### src/rtl/psram_pwr_pkg.sv
package psram_pwr_pkg;

  typedef enum logic [1:0] {
    PWR_WAIT    = 2'd0,
    PWR_READY   = 2'd1,
    PWR_SLEEP   = 2'd2,
    PWR_RECOVER = 2'd3
  } pwrState_t;

  typedef struct packed {
    logic cntClear;
    logic setLost;
    logic reject;
  } ctrlStrobes_t;

endpackage

### src/rtl/psram_pwr_dp.sv
module psram_pwr_dp
  import psram_pwr_pkg::*;
#(
  parameter int CNT_W = 8
) (
  input  logic             clk,
  input  logic             rstN,
  input  ctrlStrobes_t     strobes,
  input  logic             lossAck,
  output logic [CNT_W-1:0] cnt,
  output logic             dataLost,
  output logic             cmdError
);

  // Saturating wait counter, cleared on every state change
  always_ff @(posedge clk or negedge rstN) begin
    if (!rstN)                 cnt <= '0;
    else if (strobes.cntClear) cnt <= '0;
    else if (cnt != '1)        cnt <= cnt + 1'b1;
  end

  // Sticky contents-lost flag: set has priority over acknowledge
  always_ff @(posedge clk or negedge rstN) begin
    if (!rstN)                dataLost <= 1'b0;
    else if (strobes.setLost) dataLost <= 1'b1;
    else if (lossAck)         dataLost <= 1'b0;
  end

  always_ff @(posedge clk or negedge rstN) begin
    if (!rstN) cmdError <= 1'b0;
    else       cmdError <= strobes.reject;
  end

  assert_lost_set_wins_R7: assert property (@(posedge clk) disable iff (!rstN)
    $past(strobes.setLost) |-> dataLost);

  assert_error_follows_reject_R8: assert property (@(posedge clk) disable iff (!rstN)
    strobes.reject |=> cmdError);

endmodule

### src/rtl/psram_pwr_ctrl.sv
module psram_pwr_ctrl
  import psram_pwr_pkg::*;
#(
  parameter int CNT_W             = 8,
  parameter int STARTUP_CYCLES    = 16,
  parameter int RECOVERY_CYCLES   = 16,
  parameter int MIN_SLEEP_CYCLES  = 2,
  parameter bit SLEEP_PIN_PRESENT = 1'b1
) (
  input  logic             clk,
  input  logic             rstN,
  input  logic             supplyGood,
  input  logic             enterReq,
  input  logic             exitReq,
  input  logic [CNT_W-1:0] cnt,
  output ctrlStrobes_t     strobes,
  output pwrState_t        state,
  output logic             csHoldHigh,
  output logic             sleepN,
  output logic             memReady
);

  localparam logic [CNT_W-1:0] START_LAST   = CNT_W'(STARTUP_CYCLES - 1);
  localparam logic [CNT_W-1:0] RECOVER_LAST = CNT_W'(RECOVERY_CYCLES - 1);
  localparam logic [CNT_W-1:0] SLEEP_LAST   = CNT_W'(MIN_SLEEP_CYCLES - 1);

  pwrState_t nextState;
  logic      enterOk;
  logic      exitOk;

  assign enterOk = SLEEP_PIN_PRESENT && supplyGood && (state == PWR_READY);
  assign exitOk  = supplyGood && (state == PWR_SLEEP) && (cnt >= SLEEP_LAST);

  always_comb begin
    nextState        = state;
    strobes.cntClear = 1'b0;
    strobes.setLost  = 1'b0;
    strobes.reject   = (enterReq && !enterOk) || (exitReq && !exitOk);
    if (!supplyGood) begin
      nextState        = PWR_WAIT;
      strobes.cntClear = 1'b1;
      strobes.setLost  = (state == PWR_SLEEP);
    end else begin
      unique case (state)
        PWR_WAIT: if (cnt >= START_LAST) begin
          nextState        = PWR_READY;
          strobes.cntClear = 1'b1;
        end
        PWR_READY: if (enterReq && enterOk) begin
          nextState        = PWR_SLEEP;
          strobes.cntClear = 1'b1;
        end
        PWR_SLEEP: if (exitReq && exitOk) begin
          nextState        = PWR_RECOVER;
          strobes.cntClear = 1'b1;
          strobes.setLost  = 1'b1;
        end
        PWR_RECOVER: if (cnt >= RECOVER_LAST) begin
          nextState        = PWR_READY;
          strobes.cntClear = 1'b1;
        end
        default: begin
          nextState        = PWR_WAIT;
          strobes.cntClear = 1'b1;
        end
      endcase
    end
  end

  always_ff @(posedge clk or negedge rstN) begin
    if (!rstN) state <= PWR_WAIT;
    else       state <= nextState;
  end

  // Pin controls straight from the state register
  assign memReady   = (state == PWR_READY);
  assign csHoldHigh = (state != PWR_READY);
  assign sleepN     = (state != PWR_SLEEP);

  assert_sleep_entry_from_ready_R4: assert property (@(posedge clk) disable iff (!rstN)
    (state == PWR_SLEEP) && ($past(state) != PWR_SLEEP) |-> $past(enterReq));

endmodule

### src/rtl/psram_pwr_seq.sv
module psram_pwr_seq
  import psram_pwr_pkg::*;
#(
  parameter int STARTUP_CYCLES    = 20000,
  parameter int RECOVERY_CYCLES   = 20000,
  parameter int MIN_SLEEP_CYCLES  = 2,
  parameter bit SLEEP_PIN_PRESENT = 1'b1
) (
  input  logic       clk,
  input  logic       rstN,
  input  logic       supplyGood,
  input  logic       enterReq,
  input  logic       exitReq,
  input  logic       lossAck,
  output logic       csHoldHigh,
  output logic       sleepN,
  output logic       memReady,
  output logic       dataLost,
  output logic       cmdError,
  output logic [1:0] pwrState
);

  localparam int MAX_AB   = (STARTUP_CYCLES > RECOVERY_CYCLES) ? STARTUP_CYCLES : RECOVERY_CYCLES;
  localparam int MAX_WAIT = (MAX_AB > MIN_SLEEP_CYCLES) ? MAX_AB : MIN_SLEEP_CYCLES;
  localparam int CNT_W    = $clog2(MAX_WAIT + 1);
  localparam int MIN_WAIT = (STARTUP_CYCLES < RECOVERY_CYCLES) ? STARTUP_CYCLES : RECOVERY_CYCLES;

  ctrlStrobes_t     strobes;
  pwrState_t        state;
  logic [CNT_W-1:0] cnt;

  psram_pwr_ctrl #(
    .CNT_W            (CNT_W),
    .STARTUP_CYCLES   (STARTUP_CYCLES),
    .RECOVERY_CYCLES  (RECOVERY_CYCLES),
    .MIN_SLEEP_CYCLES (MIN_SLEEP_CYCLES),
    .SLEEP_PIN_PRESENT(SLEEP_PIN_PRESENT)
  ) ctrl_i (
    .clk       (clk),
    .rstN      (rstN),
    .supplyGood(supplyGood),
    .enterReq  (enterReq),
    .exitReq   (exitReq),
    .cnt       (cnt),
    .strobes   (strobes),
    .state     (state),
    .csHoldHigh(csHoldHigh),
    .sleepN    (sleepN),
    .memReady  (memReady)
  );

  psram_pwr_dp #(.CNT_W(CNT_W)) dp_i (
    .clk     (clk),
    .rstN    (rstN),
    .strobes (strobes),
    .lossAck (lossAck),
    .cnt     (cnt),
    .dataLost(dataLost),
    .cmdError(cmdError)
  );

  assign pwrState = state;

  // Checker-side run counters (independent of the sequencer counter)
  logic [31:0] waitRun;
  logic [31:0] lowRun;
  always_ff @(posedge clk or negedge rstN) begin
    if (!rstN) begin
      waitRun <= '0;
      lowRun  <= '0;
    end else begin
      waitRun <= (csHoldHigh && sleepN && supplyGood) ? ((waitRun == '1) ? waitRun : waitRun + 1) : '0;
      lowRun  <= !sleepN ? ((lowRun == '1) ? lowRun : lowRun + 1) : '0;
    end
  end

  assert_cs_high_while_asleep_R3: assert property (@(posedge clk) disable iff (!rstN)
    !sleepN |-> csHoldHigh && !memReady);

  assert_ready_after_wait_R2: assert property (@(posedge clk) disable iff (!rstN)
    $rose(memReady) |-> waitRun >= 32'(MIN_WAIT));

  assert_min_sleep_width_R5: assert property (@(posedge clk) disable iff (!rstN)
    $rose(sleepN) && $past(supplyGood) |-> lowRun >= 32'(MIN_SLEEP_CYCLES));

  assert_lost_only_leaving_sleep_R7: assert property (@(posedge clk) disable iff (!rstN)
    $rose(dataLost) |-> $past(state) == PWR_SLEEP);

  generate
    if (!SLEEP_PIN_PRESENT) begin : g_noPin
      assert_pin_never_low_R10: assert property (@(posedge clk) disable iff (!rstN)
        sleepN && (state != PWR_SLEEP));
    end
  endgenerate

endmodule

### config.mk
export PLATFORM = sky130hd
export DESIGN_NAME = psram_pwr_seq
export DESIGN_NICKNAME = d
export VERILOG_FILES = /design/src/rtl/psram_pwr_pkg.sv /design/src/rtl/psram_pwr_dp.sv /design/src/rtl/psram_pwr_ctrl.sv /design/src/rtl/psram_pwr_seq.sv
export SDC_FILE = /design/constraint.sdc
export NUM_CORES = 1
export LEC_CHECK = 0
export ABC_AREA = 1
export BUFFER_PORTS_ARGS = -buffer_cell sky130_fd_sc_hd__clkbuf_2
export CAP_MARGIN = 20
export CORE_ASPECT_RATIO = 0.5
export CORE_MARGIN = 2
export CORE_UTILIZATION = 35
export CTS_CLUSTER_DIAMETER = 120
export DETAILED_ROUTE_END_ITERATION = 10
export GPL_ROUTABILITY_DRIVEN = 0
export HOLD_SLACK_MARGIN = 0.06
export SLEW_MARGIN = 40
export SYNTH_ARGS = -nofsm -noshare
export SYNTH_HDL_FRONTEND = slang
export SYNTH_SLANG_ARGS = --single-unit
### constraint.sdc
create_clock -name clk -period 4.3 [get_ports clk]
set_input_delay 0.86 -clock clk [delete_from_list [all_inputs] [get_ports clk]]
set_output_delay 0.86 -clock clk [all_outputs]
set_load 0.1 [all_outputs]
==> reports/results.txt <==
run status: completed
Netlist Area Pre-Place: 0.001291 mm²
share of cells above drive strength 1: 11.11%
Slew Viols, Final: 0
CTS H-tree depth: 1
Final Cycle Share: 54.07%
Slew HR: 63.82%
register bit count reported by yosys: 19
largest net degree at the start of global routing: 20
FF-to-FF Start: dp_i.cnt[0]$_DFFE_PN0P_
Setup TNS Final: 0 ns
total grt overflow: 0
TritonCTS buffer count: 3
DR iter-0 viols: 43
DRT Pass-1 Iters: 4
Syn Inst Count: 194
clock tree from TritonCTS: yes
Site Rows: 15
initial antenna violation count: 0
Clock Path Buffers: 2
Die Width: 89.90 µm
detailed-route via count: 1195
Max Freq: 430.1 MHz
Setup-failing EPs final: 0
total wire length: 2.757 mm
floorplan die height: 46.95 µm
crit-path leading delay family: buffers and inverters
XOR/XNOR Fraction of Synth Area: 1.357%
top cell type by total area after synthesis: dfrtp_1
Leakage Power: 0.7407 nW
first-pass GRT wire length: 4.636 mm
async set-reset flop share out of synthesis: 100.0%
CP Data Arrival Time: 1.46 ns
EDFF count, synth: 0
CP endpoint kind: primary output
post-DP HPWL: 2.125 mm
Vias/cell: 4.632
Final Hold Fails: 0
Syn. warnings: 0
total global-route track usage: 14.57%
Fin Clk Skew: 0.002192 ns
Seq/Total Area, Yosys: 36.82%
layout net count: 218
Commonest cells post-synth: nand2_1, nor2_1, inv_1, dfrtp_1, nand3_1
CTS Hold Buffers Added: 0
worst-path fanout max: 4
P per Cell Area: 520.8 mW/mm²
crit path max-delay cell type: clkbuf_2
Worst-path clk slew: 0.07 ns
Critical Path Start Type: flip-flop
post-synthesis compound-gate area fraction: 5.717%
CP Buf/Inv Count: 3
Max VDD drop: 0.0001386 V
nets in the synthesized netlist: 204
Synth area leaders: dfrtp_1, nand2_1, nor2_1
leading cell type by number of instances after synthesis: nand2_1
adder-cell area share of the yosys netlist: 3.876%
clock sink total: 19
area growth from synthesis to layout: 10.95%
Overall Power: 0.0007461 W
worst skew pair latency: 0.26 ns
CP max stage delay: 0.45 ns
Post-CTS Setup Bufs: 0
simple logic cell fraction of the synthesized area: 41.96%
worst slew pin tran: 0.5450 ns
crit path cell chain: inv_1 > ha_1 > inv_1 > clkbuf_2
Worst Path Required: 3.44 ns
Unique masters post-synth: 26
# DRC: 0
dpl ws: 2.254 ns
core footprint: 0.003491 mm²
vias in the first global route: 995
Tmin final: 2.325 ns
largest family of logic cells by synthesized area: simple AND/OR/NAND/NOR gates
Routed Antenna Nets: 0
Port Buffer Count: 12
max-cap violations: 0
RSZ-0062 raised after global routing: no
drt wl/cell: 10.69 µm
most frequent CP cell: inv_1
crit path from: ctrl_i.state[0]$_DFFE_PN0P_
critical path class: reg -> out
Final WS setup: 1.975 ns
multiplexer share of the synthesized area: 0%
Ant. Diodes: 0
HP Start: ctrl_i.state[1]$_DFFE_PN0P_
I/O pin count: 13
Gates resized, CTS repair: 0
Post-synth top flop: dfrtp_1
clk root buf: clkbuf_8
Syn Area/Cell: 6.656 µm²
Initial Util: 36.99%
full die area: 0.004221 mm²
share of the synthesized area in the top cell type: 36.82%
Worst Hold Class: reg -> reg
-- where the power goes --
part	switching [W]	internal, W
sequential	0.0000267	0.000204
combinational	0.000310	0.0000774
clock	0.0000619	0.0000661
total	0.000399	0.000347
-- state kept, by name (all words and copies together), names as in the netlist --
signal,flops
ctrl_i.state,2
dp_i.cmdError,1
dp_i.cnt,15
dp_i.dataLost,1
-- path summary, 6_finish.rpt --
path / endpoint / slack [ns] / depth (start not counted)
setup / recovery: sleepN / 1.98 / 4
setup reg to reg: dp_i.cnt[13]$_DFFE_PN0P_ / 2.45 / 10
hold reg to reg: ctrl_i.state[1]$_DFFE_PN0P_ / 0.54 / 2
min in group asynchronous: dp_i.cnt[5]$_DFFE_PN0P_ / 0.55 / 1
max in group asynchronous: dp_i.cnt[14]$_DFFE_PN0P_ / 3.40 / 1
hold / removal: ctrl_i.state[1]$_DFFE_PN0P_ / 0.54 / 2
-- cell usage in the layout, fill, tap and decap left out, types with 2 or more instances in the layout --
cell type  synthesis  final
o21ai_1            5      5
dfrtp_1           19     19
nand2_2            2      2
nor3_1             3      3
clkbuf_8           0      3
ha_1               4      4
nor2_1            37     37
nand2_1           59     59
clkbuf_2           0     12
nand3_1           16     16
o21ai_0            4      4
inv_1             27     27
nand4_1            2      2
-- logic make-up (layout without fill, tap and decap cells) --
logic type	count (synthesis)	in the layout
compound gates	13	13
xor+xnor	2	2
fa+ha+maj	4	4
simple gates	125	125
flops	19	19
buf+inv	31	44
-- worst register-to-register path, stage by stage, from the launching register on --
cell,delay (ns)
dfrtp_1,0.44
ha_1,0.27
inv_1,0.08
nor2_2,0.11
nand2_2,0.08
nor2_4,0.19
nand4_4,0.25
nand2_1,0.15
nand2_1,0.06
nand2_1,0.05
nor2_1,0.04
-- through the flow --
| step | utilization, % | hold WS, ns | area, µm² | cells |
|---|---|---|---|---|
| after floorplan | - | 0.5644 | 1291 | 194 |
| after global placement | 39.75 | 0.5104 | 1388 | 254 |
| after detailed placement | 39.75 | 0.5270 | 1388 | 254 |
| after global routing | 41.04 | 0.5874 | 1433 | 258 |
| after CTS | 41.04 | 0.5454 | 1433 | 258 |
| final | 41.04 | 0.5409 | 1433 | 258 |
-- area by class of cell --
type | instances | area, µm²
repair buffers | 12 | 60.06
multi-input cells | 144 | 683.2
clock buffers | 4 | 45.04
well taps | 51 | 63.81
fillers | 390 | 2058
flip-flops and latches | 19 | 475.5
inverters | 28 | 105.1
-- metal layers --
| layer | vias to the layer above | track usage (%) | wire length (µm) |
|---|---|---|---|
| li1 | 628 | - | - |
| met1 | 537 | 18.87 | 1463 |
| met2 | 26 | 24.09 | 1137 |
| met3 | 4 | 4.815 | 123 |
| met4 | 0 | 4.615 | 32 |
| met5 | - | 0 | 0 |
No activity file was read; power rests on OpenSTA's default activity.
